## src/rtl/can_af_pkg.sv

```systemverilog
package can_af_pkg;
  localparam int STD_ID_W = 11;
  localparam int STD_W    = STD_ID_W + 16;

  localparam logic [1:0] RXM_FILT = 2'b00;
  localparam logic [1:0] RXM_STD  = 2'b01;
  localparam logic [1:0] RXM_EXT  = 2'b10;
  localparam logic [1:0] RXM_ALL  = 2'b11;

  localparam logic [1:0] PIN_IRQ  = 2'b01;
  localparam logic [1:0] PIN_GPO  = 2'b10;
endpackage

```

## src/rtl/can_af_regs.sv

```systemverilog
module can_af_regs
  import can_af_pkg::*;
#(
  parameter int ID_W  = 29,
  parameter int NF    = 6,
  parameter int NM    = 2,
  localparam int SEL_W = $clog2(NF + NM),
  localparam int DW    = ID_W + 1
) (
  input  logic                       clk_i,
  input  logic                       rst_ni,
  input  logic                       cfg_mode_i,
  input  logic                       we_i,
  input  logic [SEL_W-1:0]           sel_i,
  input  logic [DW-1:0]              wdata_i,
  output logic [DW-1:0]              rdata_o,
  output logic [NF-1:0][DW-1:0]      filt_o,
  output logic [NM-1:0][ID_W-1:0]    mask_o
);
  logic wr_en;
  assign wr_en = cfg_mode_i & we_i;

  for (genvar i = 0; i < NF; i++) begin : g_filt
    always_ff @(posedge clk_i or negedge rst_ni) begin
      if (!rst_ni)                                filt_o[i] <= '0;
      else if (wr_en && sel_i == SEL_W'(i))       filt_o[i] <= wdata_i;
    end
  end

  for (genvar j = 0; j < NM; j++) begin : g_mask
    always_ff @(posedge clk_i or negedge rst_ni) begin
      if (!rst_ni)                                mask_o[j] <= '0;
      else if (wr_en && sel_i == SEL_W'(NF + j))  mask_o[j] <= wdata_i[ID_W-1:0];
    end
  end

  always_comb begin
    rdata_o = '0;
    if (cfg_mode_i) begin
      for (int k = 0; k < NF; k++)
        if (sel_i == SEL_W'(k)) rdata_o = filt_o[k];
      for (int k = 0; k < NM; k++)
        if (sel_i == SEL_W'(NF + k)) rdata_o = {1'b0, mask_o[k]};
    end
  end
endmodule

```

## src/rtl/can_af_match.sv

```systemverilog
module can_af_match
  import can_af_pkg::*;
#(
  parameter int ID_W = 29,
  parameter int NF   = 6,
  parameter int B0F  = 2,
  localparam int HW  = $clog2(NF),
  localparam int DW  = ID_W + 1
) (
  input  logic                    msg_ext_i,
  input  logic [ID_W-1:0]         msg_id_i,
  input  logic [7:0]              msg_d0_i,
  input  logic [7:0]              msg_d1_i,
  input  logic [NF-1:0][DW-1:0]   filt_i,
  input  logic [1:0][ID_W-1:0]    mask_i,
  input  logic [1:0]              rxm0_i,
  input  logic [1:0]              rxm1_i,
  input  logic                    listen_i,
  output logic                    acc0_o,
  output logic                    acc1_o,
  output logic                    hit0_o,
  output logic [HW-1:0]           hit1_o
);
  logic [ID_W-1:0]      key;
  logic [1:0][ID_W-1:0] eff_mask;
  logic [NF-1:0]        hitv;
  logic                 all0, all1;

  assign key = msg_ext_i ? msg_id_i
             : {{(ID_W-STD_W){1'b0}}, msg_id_i[STD_ID_W-1:0], msg_d0_i, msg_d1_i};

  for (genvar m = 0; m < 2; m++) begin : g_emask
    assign eff_mask[m] = msg_ext_i ? mask_i[m]
                       : {{(ID_W-STD_W){1'b0}}, mask_i[m][STD_W-1:0]};
  end

  for (genvar i = 0; i < NF; i++) begin : g_flt
    localparam int M = (i < B0F) ? 0 : 1;
    logic [1:0] mode;
    logic       type_ok;
    assign mode    = (i < B0F) ? rxm0_i : rxm1_i;
    assign type_ok = (mode == RXM_STD) ? !msg_ext_i
                   : (mode == RXM_EXT) ? msg_ext_i : 1'b1;
    assign hitv[i] = (((key ^ filt_i[i][ID_W-1:0]) & eff_mask[M]) == '0)
                   && (filt_i[i][ID_W] == msg_ext_i) && type_ok;
  end

  assign all0   = listen_i | (rxm0_i == RXM_ALL);
  assign all1   = (rxm1_i == RXM_ALL);
  assign acc0_o = all0 | (|hitv[B0F-1:0]);
  assign hit0_o = all0 ? 1'b0 : ~hitv[0];
  assign acc1_o = all1 | (|hitv[NF-1:B0F]);

  always_comb begin
    hit1_o = HW'(B0F);
    if (!all1)
      for (int k = NF - 1; k >= B0F; k--)
        if (hitv[k]) hit1_o = HW'(k);
  end
endmodule

```

## src/rtl/can_af_route.sv

```systemverilog
module can_af_route #(
  parameter int HW = 3
) (
  input  logic          clk_i,
  input  logic          rst_ni,
  input  logic          valid_i,
  input  logic          acc0_i,
  input  logic          acc1_i,
  input  logic          hit0_i,
  input  logic [HW-1:0] hit1_i,
  input  logic          rollover_en_i,
  input  logic [1:0]    full_clr_i,
  input  logic [1:0]    ovf_clr_i,
  output logic          load_o,
  output logic          load_buf_o,
  output logic          hit0_o,
  output logic [HW-1:0] hit1_o,
  output logic [1:0]    full_o,
  output logic [1:0]    ovf_o
);
  logic          ld_d, buf_d, h0_d;
  logic [HW-1:0] h1_d;
  logic [1:0]    set_full, set_ovf;

  always_comb begin
    ld_d     = 1'b0;
    buf_d    = 1'b0;
    h0_d     = hit0_o;
    h1_d     = hit1_o;
    set_full = '0;
    set_ovf  = '0;
    if (valid_i) begin
      if (acc0_i) begin
        if (!full_o[0]) begin
          ld_d = 1'b1; set_full[0] = 1'b1; h0_d = hit0_i;
        end else if (rollover_en_i) begin
          if (!full_o[1]) begin
            ld_d = 1'b1; buf_d = 1'b1; set_full[1] = 1'b1; h1_d = HW'(hit0_i);
          end else set_ovf[1] = 1'b1;
        end else set_ovf[0] = 1'b1;
      end else if (acc1_i) begin
        if (!full_o[1]) begin
          ld_d = 1'b1; buf_d = 1'b1; set_full[1] = 1'b1; h1_d = hit1_i;
        end else set_ovf[1] = 1'b1;
      end
    end
  end

  always_ff @(posedge clk_i or negedge rst_ni) begin
    if (!rst_ni) begin
      load_o     <= 1'b0;
      load_buf_o <= 1'b0;
      hit0_o     <= 1'b0;
      hit1_o     <= '0;
      full_o     <= '0;
      ovf_o      <= '0;
    end else begin
      load_o     <= ld_d;
      load_buf_o <= buf_d;
      hit0_o     <= h0_d;
      hit1_o     <= h1_d;
      full_o     <= (full_o & ~full_clr_i) | set_full;
      ovf_o      <= (ovf_o & ~ovf_clr_i) | set_ovf;
    end
  end
endmodule

```

## src/rtl/can_af_pins.sv

```systemverilog
module can_af_pins
  import can_af_pkg::*;
#(
  parameter int NB = 2
) (
  input  logic [2*NB-1:0] cfg_i,
  input  logic [NB-1:0]   val_i,
  input  logic [NB-1:0]   full_i,
  output logic [NB-1:0]   pin_n_o,
  output logic [NB-1:0]   oe_o
);
  for (genvar i = 0; i < NB; i++) begin : g_pin
    logic [1:0] c;
    assign c          = cfg_i[2*i +: 2];
    assign pin_n_o[i] = (c == PIN_IRQ) ? ~full_i[i]
                      : (c == PIN_GPO) ? val_i[i] : 1'b1;
    assign oe_o[i]    = (c == PIN_IRQ) || (c == PIN_GPO);
  end
endmodule

```

## src/rtl/can_accept_router.sv

```systemverilog
module can_accept_router #(
  parameter int ID_W = 29,
  parameter int NF   = 6,
  parameter int B0F  = 2,
  localparam int DW    = ID_W + 1,
  localparam int SEL_W = $clog2(NF + 2),
  localparam int HW    = $clog2(NF)
) (
  input  logic             clk_i,
  input  logic             rst_ni,
  input  logic             cfg_mode_i,
  input  logic             reg_we_i,
  input  logic [SEL_W-1:0] reg_sel_i,
  input  logic [DW-1:0]    reg_wdata_i,
  output logic [DW-1:0]    reg_rdata_o,
  input  logic [1:0]       rxm0_i,
  input  logic [1:0]       rxm1_i,
  input  logic             rollover_en_i,
  input  logic             listen_only_i,
  input  logic             msg_valid_i,
  input  logic [ID_W-1:0]  msg_id_i,
  input  logic             msg_ext_i,
  input  logic [7:0]       msg_d0_i,
  input  logic [7:0]       msg_d1_i,
  input  logic [1:0]       full_clr_i,
  input  logic [1:0]       ovf_clr_i,
  output logic             load_o,
  output logic             load_buf_o,
  output logic             hit0_o,
  output logic [HW-1:0]    hit1_o,
  output logic [1:0]       full_o,
  output logic [1:0]       ovf_o,
  input  logic [3:0]       bf_cfg_i,
  input  logic [1:0]       bf_val_i,
  output logic [1:0]       bf_n_o,
  output logic [1:0]       bf_oe_o
);
  logic [NF-1:0][DW-1:0]   filt;
  logic [1:0][ID_W-1:0]    mask;
  logic                    acc0, acc1, m_hit0;
  logic [HW-1:0]           m_hit1;

  can_af_regs #(.ID_W(ID_W), .NF(NF), .NM(2)) u_regs (
    .clk_i, .rst_ni, .cfg_mode_i,
    .we_i(reg_we_i), .sel_i(reg_sel_i), .wdata_i(reg_wdata_i),
    .rdata_o(reg_rdata_o), .filt_o(filt), .mask_o(mask)
  );

  can_af_match #(.ID_W(ID_W), .NF(NF), .B0F(B0F)) u_match (
    .msg_ext_i, .msg_id_i, .msg_d0_i, .msg_d1_i,
    .filt_i(filt), .mask_i(mask), .rxm0_i, .rxm1_i,
    .listen_i(listen_only_i),
    .acc0_o(acc0), .acc1_o(acc1), .hit0_o(m_hit0), .hit1_o(m_hit1)
  );

  can_af_route #(.HW(HW)) u_route (
    .clk_i, .rst_ni, .valid_i(msg_valid_i),
    .acc0_i(acc0), .acc1_i(acc1), .hit0_i(m_hit0), .hit1_i(m_hit1),
    .rollover_en_i, .full_clr_i, .ovf_clr_i,
    .load_o, .load_buf_o, .hit0_o, .hit1_o, .full_o, .ovf_o
  );

  can_af_pins #(.NB(2)) u_pins (
    .cfg_i(bf_cfg_i), .val_i(bf_val_i), .full_i(full_o),
    .pin_n_o(bf_n_o), .oe_o(bf_oe_o)
  );
endmodule

```

## config.mk

```make
export PLATFORM = sky130hd
export DESIGN_NAME = can_accept_router
export DESIGN_NICKNAME = d
export VERILOG_FILES = /design/src/rtl/can_af_pkg.sv /design/src/rtl/can_af_regs.sv /design/src/rtl/can_af_match.sv /design/src/rtl/can_af_route.sv /design/src/rtl/can_af_pins.sv /design/src/rtl/can_accept_router.sv
export SDC_FILE = /design/constraint.sdc
export NUM_CORES = 1
export LEC_CHECK = 0
export BUFFER_PORTS_ARGS = -buffer_cell sky130_fd_sc_hd__buf_2
export CORE_ASPECT_RATIO = 0.7
export CORE_MARGIN = 2
export CORE_UTILIZATION = 55
export CTS_CLUSTER_DIAMETER = 50
export CTS_CLUSTER_SIZE = 10
export DETAILED_ROUTE_END_ITERATION = 8
export GPL_TIMING_DRIVEN = 0
export PLACE_DENSITY = 0.87
export SLEW_MARGIN = 0
export SYNTH_ARGS = -nofsm -noshare
export SYNTH_HDL_FRONTEND = slang
export SYNTH_HIERARCHICAL = 1
export SYNTH_SLANG_ARGS = --single-unit
export TNS_END_PERCENT = 10
```

## constraint.sdc

```tcl
create_clock -name clk_i -period 2.37 [get_ports clk_i]
set_clock_uncertainty 0.1 [all_clocks]
set_input_delay 0.237 -clock clk_i [delete_from_list [all_inputs] [get_ports clk_i]]
set_output_delay 0.237 -clock clk_i [all_outputs]
set_load 0.05 [all_outputs]
```

-- After elaboration in Yosys (flattened, before gate mapping)
Index checks and enable logic that the tools add are counted.
- input bits: 100
- output and inout port bits: 44
- word-level logic and storage cells: 153
- bits in registers: 248
- muxes and demuxes: 52
- equal/unequal tests: 27
- reductions and logical operators: 35
- bitwise logic cells: 25
- operator list (kind ; count):
    2-to-1 mux 30 bit ; 9
    AND 29 bit ; 6
    zero test 29 bit ; 6
    bitwise XOR 29 bit ; 6
    2-to-1 mux 29 bit ; 3
    2-to-1 mux 3 bit ; 11
    2-to-1 mux 1 bit ; 26
    logical AND 1 bit ; 20
    equality test 2 bit, second input constant ; 6
    equality test 3 bit, second input constant ; 4
    equality test 2 x 1 -> 1 bit, second input constant ; 4
    equality test 1 bit ; 6
    equality test 3 x 2 -> 1 bit, second input constant ; 2
    2-to-1 mux 2 bit ; 3
    inequality test 2 bit, second input constant ; 3
    AND reduction 6 bit ; 1
    AND 2 bit ; 2
    inverter 2 bit ; 2
    OR 2 bit ; 2
    OR reduction 4 bit ; 1
    equality test 3 x 1 -> 1 bit, second input constant ; 1
    zero test 3 bit ; 1
    inverter 1 bit ; 3
    OR 1 bit ; 3
    7 further kinds ; 8

-- Longest topological paths before layout
Gate-level depths: netlist of the first run.
- word-level depth: 14
- depth in mapped cells: 13
- gate-level depth less buffers: 10

-- By module
Netlist of the first run, hierarchy kept.
- modules (own cells, without submodules) (module ; seq. area each (um2) ; instances ; area an instance (um2) ; cells each):
    can_af_regs ; 5955.7 ; 1 ; 11349.6 ; 805
    can_af_match ; 0.0 ; 1 ; 3374.5 ; 378
    can_af_route ; 250.2 ; 1 ; 475.5 ; 35
    can_af_pins ; 0.0 ; 1 ; 115.1 ; 14

-- Least setup slack after synthesis of the first run
Ideal clock, no wire load.
- kind: input port to flip-flop
- start: in msg_ext_i
- end: reg u_route.hit1_o[0]
- buffers on the path: 3
- data arrival time: 2.694 ns
- stages on the path: 13
- setup slack: -0.549 ns
- required time: 2.145 ns
- library setup time: 0.125 ns
- path through: buf_6 -> buf_12 -> mux2i_4 -> xnor2_1 -> a22o_1 -> a221oi_1 -> nand4_1 -> o31a_1 -> o21ai_1 -> buf_6 -> nand4_2 -> a21oi_4 -> mux2_4
- elaborated cells between the ends (all ways): 66
- classes of those cells: eq/ne (9); mux (19); bitwise (15); reduce/logical (23)
- RTL lines (item ; line ; source):
    start, declared ; can_accept_router.sv:22 ; input logic msg_ext_i,
    2-to-1 mux 29 bit ; can_af_match.sv:29 ; assign key = msg_ext_i ? msg_id_i
    bitwise XOR 29 bit ; can_af_match.sv:44 ; assign hitv[i] = (((key ^ filt_i[i][ID_W-1:0]) & eff_mask[M]) == '0)
    AND 29 bit ; can_af_match.sv:44 ;
    zero test 29 bit ; can_af_match.sv:44 ;
    logical AND 1 bit ; can_af_match.sv:45 ; && (filt_i[i][ID_W] == msg_ext_i) && type_ok;
    logical AND 1 bit (*) ; can_af_match.sv:45 ;
    inverter 1 bit (*) ; can_af_match.sv:51 ; assign hit0_o = all0 ? 1'b0 : ~hitv[0];
    2-to-1 mux 1 bit (*) ; can_af_match.sv:51 ;
    net m_hit0 ; can_accept_router.sv:40 ; logic acc0, acc1, m_hit0;
    2-to-1 mux 3 bit (*) ; can_af_route.sv:37 ; if (!full_o[1]) begin
    2-to-1 mux 3 bit (*) ; can_af_route.sv:36 ; end else if (rollover_en_i) begin
    2-to-1 mux 3 bit (*) ; can_af_route.sv:34 ; if (!full_o[0]) begin
    2-to-1 mux 3 bit (*) ; can_af_route.sv:33 ; if (acc0_i) begin
    end signal, assigned ; can_af_route.sv:54 ; hit1_o <= '0;
    end signal, assigned ; can_af_route.sv:61 ; hit1_o <= h1_d;
    end, declared ; can_af_route.sv:17 ; output logic [HW-1:0] hit1_o,
The timed path passes the listed nets; every way through them passes the cells marked *. The select of a mux whose other input is x is not followed.
A chain may end at the register's enable or synchronous reset.

-- Final worst setup path of the first run
- start: in msg_ext_i
- end: reg u_route.hit1_o[1]
- elaborated cells between the ends (all ways): 61
- classes of those cells: eq/ne (9); mux (15); bitwise (14); reduce/logical (23)
- RTL lines (item ; line ; source):
    2-to-1 mux 29 bit ; can_af_match.sv:29 ;
    bitwise XOR 29 bit ; can_af_match.sv:44 ;
    AND 29 bit ; can_af_match.sv:44 ;
    zero test 29 bit ; can_af_match.sv:44 ;
    logical AND 1 bit (2 in series) ; can_af_match.sv:45 ;
    OR reduction 4 bit (*) ; can_af_match.sv:52 ; assign acc1_o = all1 | (|hitv[NF-1:B0F]);
    OR 1 bit (*) ; can_af_match.sv:52 ;
    net acc1 ; can_accept_router.sv:40 ;
    nonzero test 2 bit (no source line) (*) ; - ;
    AND reduction 6 bit (no source line) (*) ; - ;
Marked as above.

==> results.toml, run 1 <==
[timing]
worstMarginPinSlew_ns = 0.8602
finalCritPeriodShare = 1.213
finalSetupViolations = 17
hold_viol = 0
rsz0062_at_grt = "true"
clock.fmax_mhz = 347.8
holdWs_ns = 0.02883
slew_violations = 0
relSlewSlack = 0.4265
final.min_clock_period_ns = 2.875
setup_ws_ns = -0.5050

[cts]
tritoncts = "done"
clk_pin_slew_ns = 0.06
worst_skew_pair.late_latency_ns = 0.58
cts_root_buf = "clkbuf_16"
clockBufferDepth = 3
numCtsBuffers = 30
cts_max_level = 1
cts_sinks = 248

[synthesis]
synth_cell_types = 63
async_flop_share = 1.000
synth_top_cell_by_area = "dfrtp_1"
synth_top_area_frac = 0.4052
netlist_top_cells_area = "dfrtp_1 41%, mux2_2 15%, xnor2_1 8.4%"
synth_edf_count = 0
syn_area_um2 = 15310
ys_seq_area_frac = 0.4052
avgSynthCellArea_um2 = 12.43
netlist_instances = 1232
synthFlopType = "dfrtp_1"
yosysWarnings = 6
syn-num-nets = 1336
ys_seq_elements = 248

[place]
dp.cells = 1744
portBuffers = 139
dp_hpwl_um = 42730
place.gp.congestion = 1.071

[die]
die_area_um2 = 29220
io_pins = 144
rows = 51
die_h_um = 143.6
initial_core_util = 0.5556
coreArea_um2 = 27570
die_x_um = 203.4

[power]
power.share.switching = 0.3739
ir_drop_mv = 0.6247
seqPwrFrac = 0.400
p_sw_mw = 6.189
p_int_mw = 10.36
pwr-share-clk = 0.254
p_leak_nw = 7.943
p_comb_frac = 0.346
p_per_area_nw_per_um2 = 896.6
power_mw = 16.55

[grt]
grt_util_met3 = 0.1526
grt_max_degree = 97
grt_usage = 0.4103
first_global_vias = 12218
antenna_found_initial = 2
grt_overflow = 0
grt_pass1_wl_um = 84930
met2_usage = 0.5860
grt-busiest-layer = "met2"
use_met1 = 0.5638

[final_layout]
fin_util = 0.6697
final_cell_mix = "228 x dfrtp_1, 208 x mux2_2, 150 x buf_2"
final_common_cell = "dfrtp_1"
instances_no_fill = 1851
area_growth_pct = 20.55
fillers = 2063
drive_above_1_share = 0.4537
nNetsFinal = 1577

[worst_setup_path]
startpoint_type = "input pin"
worst_ep_arrival_time_ns = 3.23
worstSetupPathType = "in2reg"
critical_path_peak_fanout = 10
end_kind = "register"
cp.required_ns = 2.72
r2r_cells = 9

[detailed_routing]
vias = 12593
wire_per_inst_um = 32.23
dr.pass1.iters = 6
vias_per_cell = 6.803
drc = 0
drt_wl_total_um = 59650
drt_iter0_drc = 1876
drtAntennaViolNets = 0

[run]
drv_cap = 0

[hold_path]
holdPathStages = 2
min_path_type = "in2reg"

[status]
violations = "setup timing"
outcome = "finished, violations left"
==> cells in the mapped netlist (all sizes together) (3+ instances only) <==
cell     count
a221oi       9
a22oi       53
ha           4
nand3        6
o211ai       9
nand4       18
a22o        21
inv         11
nor2        26
a2111oi      6
o21ai       33
nand2       49
buf         52
and3         3
clkbuf      16
a21boi       7
mux2i       72
a32o         8
mux4        14
xor2        11
o211a        6
a211oi       3
mux2       271
o22ai       20
o2bb2ai      7
dfrtp      248
a21oi       23
nand2b      36
xnor2      147
a222oi       3
nor2b       13
nor3         4
==> worst paths after layout <==
check                               endpoint          startpoint  slack [ns]
setup / recovery           u_route/hit1_o[1]           msg_ext_i       -0.51
hold / removal             u_regs/filt_o[38]      reg_wdata_i[8]        0.03
setup reg to reg           u_route/hit1_o[1]  u_regs/filt_o[115]       -0.49
hold reg to reg            u_route/hit1_o[2]   u_route/hit1_o[2]        0.41
max in group asynchronous  u_regs/mask_o[31]              rst_ni        1.15
min in group asynchronous  u_regs/filt_o[82]              rst_ni        0.08
==> worst max-delay path: stages <==
cell and delay, ns:
buf_12 0.10, buf_12 0.21, mux2i_4 0.43, xnor2_1 0.11
a22oi_1 0.38, nand4_1 0.35, nor4_4 0.47, nor2_2 0.09
nand2_2 0.12, nand3b_4 0.11, a21oi_4 0.25, mux2_4 0.33
==> area by class of cell <==
cell class / instances / area (um2) / share of cell area
Multi-Input combinational cell: 905 / 8947 / 0.4846
Timing Repair Buffer: 209 / 1400 / 0.07584
Sequential cell: 248 / 6231 / 0.3375
Inverter: 11 / 41.29 / 0.002237
Antenna cell: 1 / 2.502 / 0.0001355
Clock inverter: 3 / 21.27 / 0.001152
Clock buffer: 35 / 830.8 / 0.04500
Tap cell: 371 / 464.2 / 0.02514
Buffer: 68 / 523.0 / 0.02833
==> through the flow <==
step	cell area, um2	setup WS (ns)	setup TNS (ns)
floorplan	15350	-0.4939	-3.495
global placement	16510	-3.449	-864.49
detailed placement	16580	-1.398	-19.02
CTS	18340	-0.3339	-1.742
global route	18460	-0.4816	-3.011
finish	18460	-0.5050	-3.290
==> what timing repair did <==
| action | 4_1_cts | 5_1_grt |
|---|---|---|
| hold endpoints to repair | 304 | 0 |
| pin swaps | 17 | 5 |
| setup buffers | 30 | 2 |
| gates resized for setup | 86 | 38 |
| hold buffers | 36 | 0 |
| endpoints found under the setup margin | 37 | 38 |
==> kinds of logic (layout without fill, tap and decap cells) <==
family          after synthesis  after routing  synth area share
compound gates              222            222            0.1069
xor+xnor                    158            158           0.09036
fa+ha+maj                     4              4          0.003268
buf+inv                      79            326           0.03170
flops                       248            248            0.4052
mux                         357            357            0.3038
other cells                   0              1                 0
simple gates                164            164           0.05874
==> power groups by stage <==
stage	Clock (mW)	Sequential [mW]	Combinational [mW]
floorplan	0	6.18	3.38
global placement	0	6.52	4.85
detailed placement	0	6.59	4.95
CTS	4.22	6.53	5.43
global route	4.43	6.70	5.87
finish	4.21	6.62	5.73
==> sequential cells by signal (all words and copies together) (netlist names) <==
name	cells
u_route/hit1_o	3
u_route/full_o	2
u_route/load_buf_o	1
u_regs/mask_o	58
u_route/hit0_o	1
u_route/load_o	1
u_route/ovf_o	2
u_regs/filt_o	180
==> layer usage <==
metal	vias to the layer above	share of wire
li1	5048	-
met1	6319	0.39
met2	989	0.41
met3	237	0.15
met4	0	0.052
met5	-	0
Power figures use the tool's default switching activity.
==> run 2: changes to the inputs <==
Settings changed: SETUP_SLACK_MARGIN from default to 0.1.
==> run 2 against run 1 <==
  * The run still ends with setup timing left
  * Sequential power barely moved
  * Via count rose by 0.53%
  * Die area did not move
  * Sequential share of layout area is 0.82 points lower
  * Hold slack improved by 0.0062 ns
  * Combinational power increased by 4.2%
  * Fmax up 0.39%
  * Clock power barely moved
  * Wire length grew 1.8%
==> results.toml, run 2 (same netlist as run 1, synthesis figures left out) <==
[grt]
first_global_vias = 12387
grt_usage = 0.4137
grt_max_degree = 97
antenna_found_initial = 2
grt_pass1_wl_um = 85780
grt_overflow = 0

[cts]
clk_pin_slew_ns = 0.06
worst_skew_pair.late_latency_ns = 0.58
cts_root_buf = "clkbuf_16"
cts_sinks = 248
tritoncts = "done"
numCtsBuffers = 30
clockBufferDepth = 3
cts_max_level = 1

[final_layout]
fillers = 1973
top_register = "u_regs/filt_o"
area_growth_pct = 23.56
final_cell_mix = "227 x dfrtp_1, 198 x mux2_2, 145 x xnor2_1"
reg_top3 = "u_regs/filt_o: 180 flops, u_regs/mask_o: 58 flops, u_route/hit1_o: 3 flops"
stdcell_area_um2 = 18920
final_common_cell = "dfrtp_1"
antenna_cells = 0
nNetsFinal = 1591
drive_above_1_share = 0.4735
largest_reg_flops = 180

[timing]
finalSetupViolations = 10
clock.fmax_mhz = 349.2
relSlewSlack = 0.4064
finalCritPeriodShare = 1.208
hold_viol = 0
slew_violations = 0
rsz0062_at_grt = "true"
setup_ws_ns = -0.4939
worstMarginPinSlew_ns = 0.8903
final.min_clock_period_ns = 2.864
holdWs_ns = 0.03507

[worst_setup_path]
r2r-start = "u_regs/filt_o[25]"
end_kind = "register"
r2r_cells = 9
worstSetupPathType = "reg2reg"
cp.required_ns = 2.72
worstReg2RegEnd = "u_route/hit1_o[1]"
regToRegSetupSlack_ns = -0.49
critical_path_peak_fanout = 7
worst_ep_arrival_time_ns = 3.22
startpoint_type = "register"

[detailed_routing]
drt_iter0_drc = 2062
drtAntennaViolNets = 0
drt_wl_total_um = 60740
drc = 0
dr.pass1.iters = 6
vias = 12660
vias_per_cell = 6.792
wire_per_inst_um = 32.59

[place]
post-place-ws_ns = -1.398
place.gp.congestion = 1.071
dp_hpwl_um = 42730
place_area_um2 = 16580
portBuffers = 139

[hold_path]
holdPathEnd = "u_regs/filt_o[38]"
hp-start = "reg_wdata_i[8]"
holdPathStages = 2
min_path_type = "in2reg"

[die]
die_area_um2 = 29220
die_h_um = 143.6
coreArea_um2 = 27570
rows = 51
die_x_um = 203.4
io_pins = 144
initial_core_util = 0.5556

[status]
outcome = "finished, violations left"
violations = "setup timing"

[power]
ir_drop_mv = 0.6197
p_leak_nw = 8.178
p_per_area_nw_per_um2 = 888.2

[run]
drv_cap = 0
==> run 2: cell count changes in the layout (fill, tap and decap cells not counted), sizes merged <==
cell | before | now
clkbuf | 59 | 51
diode | 1 | 0
buf | 217 | 239
==> run 2: repair_timing <==
item | CTS | global route
buffers inserted | 30 | 16
hold buffers | 36 | 0
endpoints found under the setup margin | 40 | 40
hold endpoints to repair | 304 | 0
pin swaps | 20 | 29
resized for setup | 146 | 81
==> run 2: cell type report <==
type / count / area (um2) / area share
Timing Repair Buffer: 223 / 1685 / 0.08906
Multi-Input combinational cell: 905 / 9095 / 0.4806
Clock inverter: 3 / 21.27 / 0.001124
Sequential cell: 248 / 6232 / 0.3293
Inverter: 11 / 41.29 / 0.002182
Clock buffer: 35 / 830.8 / 0.04390
Tap cell: 371 / 464.2 / 0.02453
Buffer: 68 / 553.0 / 0.02923
==> run 2: worst max-delay path by stage <==
stage | start | to | cells past startpoint
2_1_floorplan | msg_ext_i | u_route/hit1_o[0] | 13
3_3_place_gp | rst_ni | u_regs/filt_o[96] | 1
3_5_place_dp | msg_ext_i | u_route/hit1_o[1] | 12
4_1_cts | u_regs/filt_o[21] | u_route/hit1_o[1] | 9
5_1_grt | u_regs/filt_o[25] | u_route/hit1_o[1] | 9
6_report | u_regs/filt_o[25] | u_route/hit1_o[1] | 9
==> run 2: metrics by stage <==
stage	TNS (ns)	cells	total power, mW	util
final	-3.312	1864	16.81	0.6865
after global routing	-3.126	1864	17.25	0.6865
after CTS	-1.671	1848	16.27	0.6722
after detailed placement	-19.02	1744	11.53	0.6014
after global placement	-864.49	1742	11.37	0.5990
after floorplan	-3.495	1232	9.559	-
==> run 2: where the power goes <==
| part | switching (mW) | total [mW] | internal [mW] |
|---|---|---|---|
| sequential | 1.40 | 6.63 | 5.24 |
| clock | 1.79 | 4.21 | 2.42 |
| combinational | 3.10 | 5.97 | 2.87 |
==> run 2: worst max-delay path, cell delays in order (launching register included) <==
cell and delay (ns):
dfrtp_1 0.43, xnor2_1 0.16, a22oi_2 0.41, nand4_1 0.33, o31a_1 0.37, o21ai_2 0.09
buf_6 0.17, nand4_4 0.10, a21oi_4 0.25, mux2_4 0.33
==> run 2: layer usage <==
metal / vias to the layer above / part of all wire / track usage
met2: 1022 / 0.41 / 0.5928
met4: 4 / 0.048 / 0.1606
met5: - / 0.00043 / 0
met3: 230 / 0.15 / 0.1558
li1: 5061 / - / -
met1: 6343 / 0.39 / 0.5679
